===== config.mk =====
export PLATFORM = sky130hd
export DESIGN_NAME = usb_dma_evctl
export DESIGN_NICKNAME = d
export VERILOG_FILES = /design/src/rtl/ued_pkg.sv /design/src/rtl/ued_toggle.sv /design/src/rtl/ued_errgate.sv /design/src/rtl/ued_halt.sv /design/src/rtl/ued_evreg.sv /design/src/rtl/usb_dma_evctl.sv
export SDC_FILE = /design/constraint.sdc
export NUM_CORES = 1
export LEC_CHECK = 0
export ABC_AREA = 1
export BUFFER_PORTS_ARGS = -buffer_cell sky130_fd_sc_hd__buf_4
export CAP_MARGIN = 20
export CORE_MARGIN = 1.5
export CORE_UTILIZATION = 45
export CTS_CLUSTER_DIAMETER = 200
export DETAILED_ROUTE_END_ITERATION = 7
export PLACE_DENSITY = 0.76
export SYNTH_ARGS = -nofsm -noshare
export SYNTH_HDL_FRONTEND = slang
export SYNTH_SLANG_ARGS = --single-unit

===== constraint.sdc =====
create_clock -name clk -period 1.41 [get_ports clk]
set_input_delay 0.2115 -clock clk [delete_from_list [all_inputs] [get_ports clk]]
set_output_delay 0.2115 -clock clk [all_outputs]
set_load 0.02 [all_outputs]

===== src/rtl/ued_pkg.sv =====
package ued_pkg;
   typedef enum logic [1:0] {
      ST_IDLE  = 2'd0,
      ST_RUN   = 2'd1,
      ST_DRAIN = 2'd2
   } run_st_t;

   localparam int EV_HALT  = 0;
   localparam int EV_ERR   = 1;
   localparam int EV_CNTZ  = 2;
   localparam int EV_SHORT = 3;
   localparam int NUM_EV   = 4;
endpackage


===== src/rtl/ued_toggle.sv =====
module ued_toggle (
   input  logic clk,
   input  logic rst_n,
   input  logic ld,
   input  logic ld_val,
   input  logic adv,
   output logic tgl
);
   always_ff @(posedge clk or negedge rst_n) begin
      if (!rst_n)   tgl <= 1'b0;
      else if (ld)  tgl <= ld_val;
      else if (adv) tgl <= ~tgl;
   end

   p_tgl_load_r3: assert property (@(posedge clk) disable iff (!rst_n)
      ld |=> tgl == $past(ld_val));
   p_tgl_flip_r2: assert property (@(posedge clk) disable iff (!rst_n)
      (!ld && adv) |=> tgl != $past(tgl));
   p_tgl_hold_r2: assert property (@(posedge clk) disable iff (!rst_n)
      (!ld && !adv) |=> tgl == $past(tgl));
endmodule


===== src/rtl/ued_errgate.sv =====
module ued_errgate #(
   parameter int CNT_W = 4
) (
   input  logic             clk,
   input  logic             rst_n,
   input  logic             err_raw,
   input  logic             cfg_wr,
   input  logic             cfg_en,
   input  logic [CNT_W-1:0] cfg_cnt,
   output logic             err_set,
   output logic [CNT_W-1:0] cnt
);
   localparam logic [CNT_W-1:0] CNT_MAX = {CNT_W{1'b1}};

   logic gate_en;

   always_ff @(posedge clk or negedge rst_n) begin
      if (!rst_n) begin
         gate_en <= 1'b0;
         cnt     <= '0;
      end else if (cfg_wr) begin
         gate_en <= cfg_en;
         cnt     <= cfg_cnt;
      end else if (err_raw && gate_en && cnt != CNT_MAX) begin
         cnt <= cnt + 1'b1;
      end
   end

   always_comb err_set = err_raw && (!gate_en || cnt == '0);

   p_cnt_sat_r6: assert property (@(posedge clk) disable iff (!rst_n)
      (!cfg_wr && cnt == CNT_MAX) |=> cnt == CNT_MAX);
   p_cnt_step_r6: assert property (@(posedge clk) disable iff (!rst_n)
      (!cfg_wr && gate_en && err_raw && cnt != CNT_MAX)
      |=> cnt == CNT_W'($past(cnt) + 1'b1));
   p_cnt_still_r6: assert property (@(posedge clk) disable iff (!rst_n)
      (!cfg_wr && !err_raw) |=> $stable(cnt));
endmodule


===== src/rtl/ued_halt.sv =====
module ued_halt
   import ued_pkg::*;
(
   input  logic clk,
   input  logic rst_n,
   input  logic ctl_wr,
   input  logic ctl_en,
   input  logic ctl_auto,
   input  logic xfer_busy,
   input  logic pkt_seen,
   input  logic fw_fifo_acc,
   input  logic fw_ep_acc,
   output logic active,
   output logic halt_set
);
   run_st_t st, st_nx;

   always_comb begin
      st_nx    = st;
      halt_set = 1'b0;
      unique case (st)
         ST_IDLE: begin
            if (ctl_wr && ctl_en && ctl_auto) st_nx = ST_RUN;
         end
         ST_RUN: begin
            if (ctl_wr) begin
               if (!ctl_en) begin
                  st_nx = ST_IDLE;  halt_set = 1'b1;
               end else if (!ctl_auto) begin
                  if (xfer_busy) st_nx = ST_DRAIN;
                  else begin
                     st_nx = ST_IDLE;  halt_set = 1'b1;
                  end
               end
            end else if (fw_fifo_acc || fw_ep_acc) begin
               st_nx = ST_IDLE;  halt_set = 1'b1;
            end
         end
         ST_DRAIN: begin
            if (ctl_wr) begin
               if (!ctl_en) begin
                  st_nx = ST_IDLE;  halt_set = 1'b1;
               end else if (ctl_auto) st_nx = ST_RUN;
            end else if (pkt_seen) begin
               st_nx = ST_IDLE;  halt_set = 1'b1;
            end
         end
         default: st_nx = ST_IDLE;
      endcase
   end

   always_ff @(posedge clk or negedge rst_n) begin
      if (!rst_n) st <= ST_IDLE;
      else        st <= st_nx;
   end

   always_comb active = (st != ST_IDLE);

   p_drain_wait_r9: assert property (@(posedge clk) disable iff (!rst_n)
      (st == ST_DRAIN && !ctl_wr && !pkt_seen) |=> active);
   p_halt_stops_r11: assert property (@(posedge clk) disable iff (!rst_n)
      halt_set |=> !active);
   p_idle_quiet_r11: assert property (@(posedge clk) disable iff (!rst_n)
      (st == ST_IDLE && !ctl_wr) |=> st == ST_IDLE);
endmodule


===== src/rtl/ued_evreg.sv =====
module ued_evreg #(
   parameter int NUM_EV  = 4,
   parameter bit IRQ_REG = 1'b0
) (
   input  logic              clk,
   input  logic              rst_n,
   input  logic [NUM_EV-1:0] set_vec,
   input  logic              rd,
   input  logic              msk_wr,
   input  logic [NUM_EV-1:0] msk_wdata,
   output logic [NUM_EV-1:0] ev,
   output logic              irq
);
   logic [NUM_EV-1:0] msk;
   logic              irq_c;

   for (genvar i = 0; i < NUM_EV; i++) begin : g_flag
      always_ff @(posedge clk or negedge rst_n) begin
         if (!rst_n)          ev[i] <= 1'b0;
         else if (set_vec[i]) ev[i] <= 1'b1;
         else if (rd)         ev[i] <= 1'b0;
      end
   end

   always_ff @(posedge clk or negedge rst_n) begin
      if (!rst_n)      msk <= '0;
      else if (msk_wr) msk <= msk_wdata;
   end

   always_comb irq_c = |(ev & msk);

   if (IRQ_REG) begin : g_irq_ff
      always_ff @(posedge clk or negedge rst_n) begin
         if (!rst_n) irq <= 1'b0;
         else        irq <= irq_c;
      end
   end else begin : g_irq_comb
      always_comb irq = irq_c;
   end

   p_sticky_r13: assert property (@(posedge clk) disable iff (!rst_n)
      !rd |=> ((ev & $past(ev)) == $past(ev)));
   p_rdclr_r13: assert property (@(posedge clk) disable iff (!rst_n)
      (rd && set_vec == '0) |=> ev == '0);
endmodule


===== src/rtl/usb_dma_evctl.sv =====
module usb_dma_evctl
   import ued_pkg::*;
#(
   parameter int CNT_W   = 4,
   parameter bit IRQ_REG = 1'b0
) (
   input  logic             clk,
   input  logic             rst_n,
   input  logic             ctl_wr,
   input  logic             ctl_dma_en,
   input  logic             ctl_auto_en,
   input  logic             ctl_tgl,
   input  logic             msk_wr,
   input  logic [3:0]       msk_wdata,
   input  logic             errc_wr,
   input  logic             errc_en,
   input  logic [CNT_W-1:0] errc_cnt,
   input  logic             evt_rd,
   input  logic             cnt_zero,
   input  logic             xfer_busy,
   input  logic             pkt_done,
   input  logic             pkt_tx,
   input  logic             pkt_rx_err,
   input  logic             pkt_tx_ack,
   input  logic             pkt_short,
   input  logic             pkt_tgl,
   input  logic             fw_fifo_acc,
   input  logic             fw_ep_acc,
   output logic             evt_halt,
   output logic             evt_err,
   output logic             evt_cntz,
   output logic             evt_short,
   output logic             next_tgl,
   output logic             dma_irq,
   output logic             dma_active,
   output logic [CNT_W-1:0] err_cnt
);
   if (CNT_W < 1 || CNT_W > 16) begin : g_bad_cnt_w
      $error("usb_dma_evctl: CNT_W must lie in 1..16");
   end
   if (NUM_EV != 4) begin : g_bad_ev
      $error("usb_dma_evctl: mask port assumes four flags");
   end

   logic              pkt_take, pkt_fail, err_raw, err_set, halt_set;
   logic [NUM_EV-1:0] set_vec, ev;

   ued_halt u_halt (
      .clk(clk), .rst_n(rst_n),
      .ctl_wr(ctl_wr), .ctl_en(ctl_dma_en), .ctl_auto(ctl_auto_en),
      .xfer_busy(xfer_busy), .pkt_seen(pkt_done),
      .fw_fifo_acc(fw_fifo_acc), .fw_ep_acc(fw_ep_acc),
      .active(dma_active), .halt_set(halt_set)
   );

   always_comb begin
      pkt_take = pkt_done && dma_active;
      pkt_fail = pkt_tx ? !pkt_tx_ack : pkt_rx_err;
      err_raw  = pkt_take && (pkt_fail || (pkt_tgl != next_tgl));
   end

   ued_toggle u_tgl (
      .clk(clk), .rst_n(rst_n),
      .ld(ctl_wr), .ld_val(ctl_tgl), .adv(pkt_take),
      .tgl(next_tgl)
   );

   ued_errgate #(.CNT_W(CNT_W)) u_err (
      .clk(clk), .rst_n(rst_n),
      .err_raw(err_raw),
      .cfg_wr(errc_wr), .cfg_en(errc_en), .cfg_cnt(errc_cnt),
      .err_set(err_set), .cnt(err_cnt)
   );

   always_comb begin
      set_vec           = '0;
      set_vec[EV_HALT]  = halt_set;
      set_vec[EV_ERR]   = err_set;
      set_vec[EV_CNTZ]  = cnt_zero;
      set_vec[EV_SHORT] = pkt_take && !pkt_tx && pkt_short;
   end

   ued_evreg #(.NUM_EV(NUM_EV), .IRQ_REG(IRQ_REG)) u_ev (
      .clk(clk), .rst_n(rst_n),
      .set_vec(set_vec), .rd(evt_rd),
      .msk_wr(msk_wr), .msk_wdata(msk_wdata),
      .ev(ev), .irq(dma_irq)
   );

   always_comb begin
      evt_halt  = ev[EV_HALT];
      evt_err   = ev[EV_ERR];
      evt_cntz  = ev[EV_CNTZ];
      evt_short = ev[EV_SHORT];
   end

   p_kill_r10: assert property (@(posedge clk) disable iff (!rst_n)
      (ctl_wr && !ctl_dma_en && dma_active) |=> (!dma_active && evt_halt));
   p_short_rx_r8: assert property (@(posedge clk) disable iff (!rst_n)
      (!evt_short && !(pkt_done && dma_active && !pkt_tx && pkt_short))
      |=> !evt_short);
   p_cntz_r7: assert property (@(posedge clk) disable iff (!rst_n)
      cnt_zero |=> evt_cntz);
   p_idle_pkt_r2: assert property (@(posedge clk) disable iff (!rst_n)
      (!dma_active && !ctl_wr && pkt_done) |=> $stable(next_tgl));
endmodule


==> results.yml <==
logic_synthesis:
  yosysSeqAreaShare: 0.392
  synthesis.area_um2: 1020
  yosysWarnings: 0
  ys.flop_type: "dfrtp_1"
  syn-num-nets: 162
  synth_edf_count: 0
  async_flop_share: 1.00
  ys_ff_latch: 16
  synth_area_leaders: "dfrtp_1, nand2_1, ha_1"
  synth_top_area_frac: 0.392
  yosysUniqueCellTypes: 25
  synth_top_area_cell: "dfrtp_1"
  syn_inst: 127
  syn_avg_cell_area_um2: 8.04
grt:
  grt_pass1_vias: 931
  grt_use_total: 0.183
  met3_usage: 0.0268
  grtUsageMet1: 0.237
  grt_start_max_net_pins: 17
  busiest_layer: "met2"
  grt_pass1_wl_um: 3650
  overflow: 0
  use_met2: 0.314
  antenna_found_initial: 0
floorplan:
  fp.dieW_um: 50.6
  num_rows: 17
  die_area_um2: 2560
  die_h_um: 50.6
  ios: 39
  start_util: 0.471
  fp.coreArea_um2: 2170
critical_path:
  crit_type: "reg -> out"
  cp-start-kind: "flip-flop"
  required_ns: 1.20
  cp.arrival_ns: 1.15
  regToRegSetupSlack_ns: 0.09
  cpMostUsedCell: "o21ai_1"
  slowest_delay_ns: 0.39
  end_kind: "output pin"
  endpoint: "dma_irq"
  worstPathCellList: "inv_1 -> o21ai_1 -> a21oi_1 -> o21ai_1 -> buf_4"
  worst_r2r_path_depth: 6
  r2r-start: "u_halt.st[1]"
  timing.rr.end: "u_halt.st[0]"
  cp_max_fo: 2
  cpMaxStageDelayCell: "dfrtp_1"
  crit_start: "u_ev.ev[3]"
sta:
  rsz0062_at_grt: "yes"
  fin_crit_sh: 0.964
  final.min_clock_period_ns: 1.36
  finalWorstSetupSlack_ns: 0.0502
  worst_slew_pin_slew_ns: 0.248
  clock_skew_ns: 0.00361
  holdWs_ns: 0.110
  slew_headroom: 0.833
  max_freq_ghz: 0.735
  slew_viol_final: 0
  setup_viol: 0
  hold_viol: 0
route:
  wl_per_cell_um: 11.1
  vias: 1006
  antenna_left: 0
  first_pass_iters: 4
  drt_iter0_drc: 21
  via_per_inst: 4.98
  drt-total-wl_um: 2250
  drc: 0
layout:
  drive_gt1_frac: 0.374
  num_antenna_cells: 0
  fin_nets: 210
  fillCellCount: 191
  area_growth_pct: 40.3
  mostFrequentLayoutCell: "buf_4"
  final_cell_mix: "buf_4, nand2_1, dfrtp_1"
placed_design:
  gp_congestion: 0.818
  portBuffers: 38
  hpwlAfterDp_um: 1770
  post-place-ws_ns: 0.0867
cts:
  cts-root-buf: "clkbuf_4"
  h-tree-depth: 1
  clock_latency_ns: 0.28
  cts.path.max_buffers: 2
  cts_tree: "yes"
  numClockSinks: 16
  clk_pin_slew_ns: 0.09
  cts_inserted_buffers: 3
pwr:
  ir_worst_vdd_uv: 886
  power_density_nw_per_um2: 1340
  p_leak_nw: 0.755
  power_switching_mw: 0.747
  p_sw_frac: 0.389
  p_seq_frac: 0.333
  p_int_mw: 1.18
  clockPowerShare: 0.157
  combinationalPowerShare: 0.510
run:
  cap_violations: 0
run_status:
  run_status: "completed"
worst_hold_path:
  hp-class: "in -> reg"
-- worst max-delay path, delay by kind of cell, from the launching register on --
family | cells | cell delay (ns)
flip-flops | 1 | 0.39
AO/OA/AOI/OAI | 3 | 0.25
buffers and inverters | 2 | 0.23
-- per-layer routing --
| metal | wire, um | share of wire | vias up |
|---|---|---|---|
| li1 | - | - | 503 |
| met1 | 1030 | 0.46 | 466 |
| met2 | 1070 | 0.48 | 35 |
| met3 | 137 | 0.061 | 2 |
| met4 | 8 | 0.0036 | 0 |
| met5 | 0 | 0 | - |
-- cell families (layout without fill, tap and decap cells) --
family	after synthesis	after routing	share of synthesized area
adder cells (fa/ha/maj)	7	7	0.0858
AO/OA/AOI/OAI	22	22	0.125
XOR/XNOR	2	2	0.0172
flip-flops	16	16	0.392
multiplexers	2	2	0.0221
AND/OR/NAND/NOR	57	57	0.279
buffers and inverters	21	68	0.0784
-- cell type report --
class	count	area [um^2]	area share
clock buffer	4	36.3	0.0253
multi-input combinational	90	553	0.386
timing repair buffer	44	333	0.232
sequential	16	400	0.279
tap	28	35.0	0.0245
inverter	20	75.1	0.0524
-- flip-flops by register name, summed over array words and instances (netlist names) --
register	count
u_ev.msk	4
u_halt.st	2
u_ev.ev	4
u_err.cnt	4
u_err.gate_en	1
u_tgl.tgl	1
-- power groups by stage --
stage | Sequential (mW) | Combinational, mW | Clock [mW]
floorplan | 0.721 | 0.460 | 0
global placement | 0.658 | 0.820 | 0
detailed placement | 0.664 | 0.835 | 0
CTS | 0.640 | 0.930 | 0.307
global route | 0.655 | 1.08 | 0.328
finish | 0.641 | 0.981 | 0.301
-- metrics by stage --
step	cell area (um^2)	setup TNS, ns	std cells	power [mW]	utilization
final	1430	0	202	1.92	0.660
after global routing	1430	-0.0755	202	2.07	0.660
after CTS	1410	0	199	1.88	0.650
after detailed placement	1340	0	192	1.50	0.616
after global placement	1340	0	192	1.48	0.616
after floorplan	1020	0	127	1.18	-
-- worst min-delay path by stage --
stage / start / end / slack, ns / depth (start not counted)
floorplan: rst_n / u_err.cnt[0] / -0.08 / 0
global placement: rst_n / u_ev.msk[2] / 0.08 / 1
detailed placement: rst_n / u_ev.msk[2] / 0.08 / 1
CTS: cnt_zero / u_ev.ev[2] / 0.11 / 2
global route: cnt_zero / u_ev.ev[2] / 0.1 / 2
finish: cnt_zero / u_ev.ev[2] / 0.11 / 2
-- cell usage after synthesis (2+ instances only) --
library cell   n
nor2_1         3
mux2_1         2
o21ai_1        6
inv_2          4
nand2_1       31
dfrtp_1       16
nand2_2        6
ha_1           7
nand3_1       11
o21ai_0        7
a21oi_1        5
xnor2_1        2
inv_1         15
-- timing repair --
| action | CTS | global route |
|---|---|---|
| endpoints found under the setup margin | 2 | 2 |
| hold buffers | 1 | 0 |
| pin swaps | 0 | 2 |
| buffers inserted | 2 | 3 |
| gates resized for setup | 3 | 2 |
| endpoints found under the hold margin | 16 | 0 |
Power figures use the tool's default switching activity.
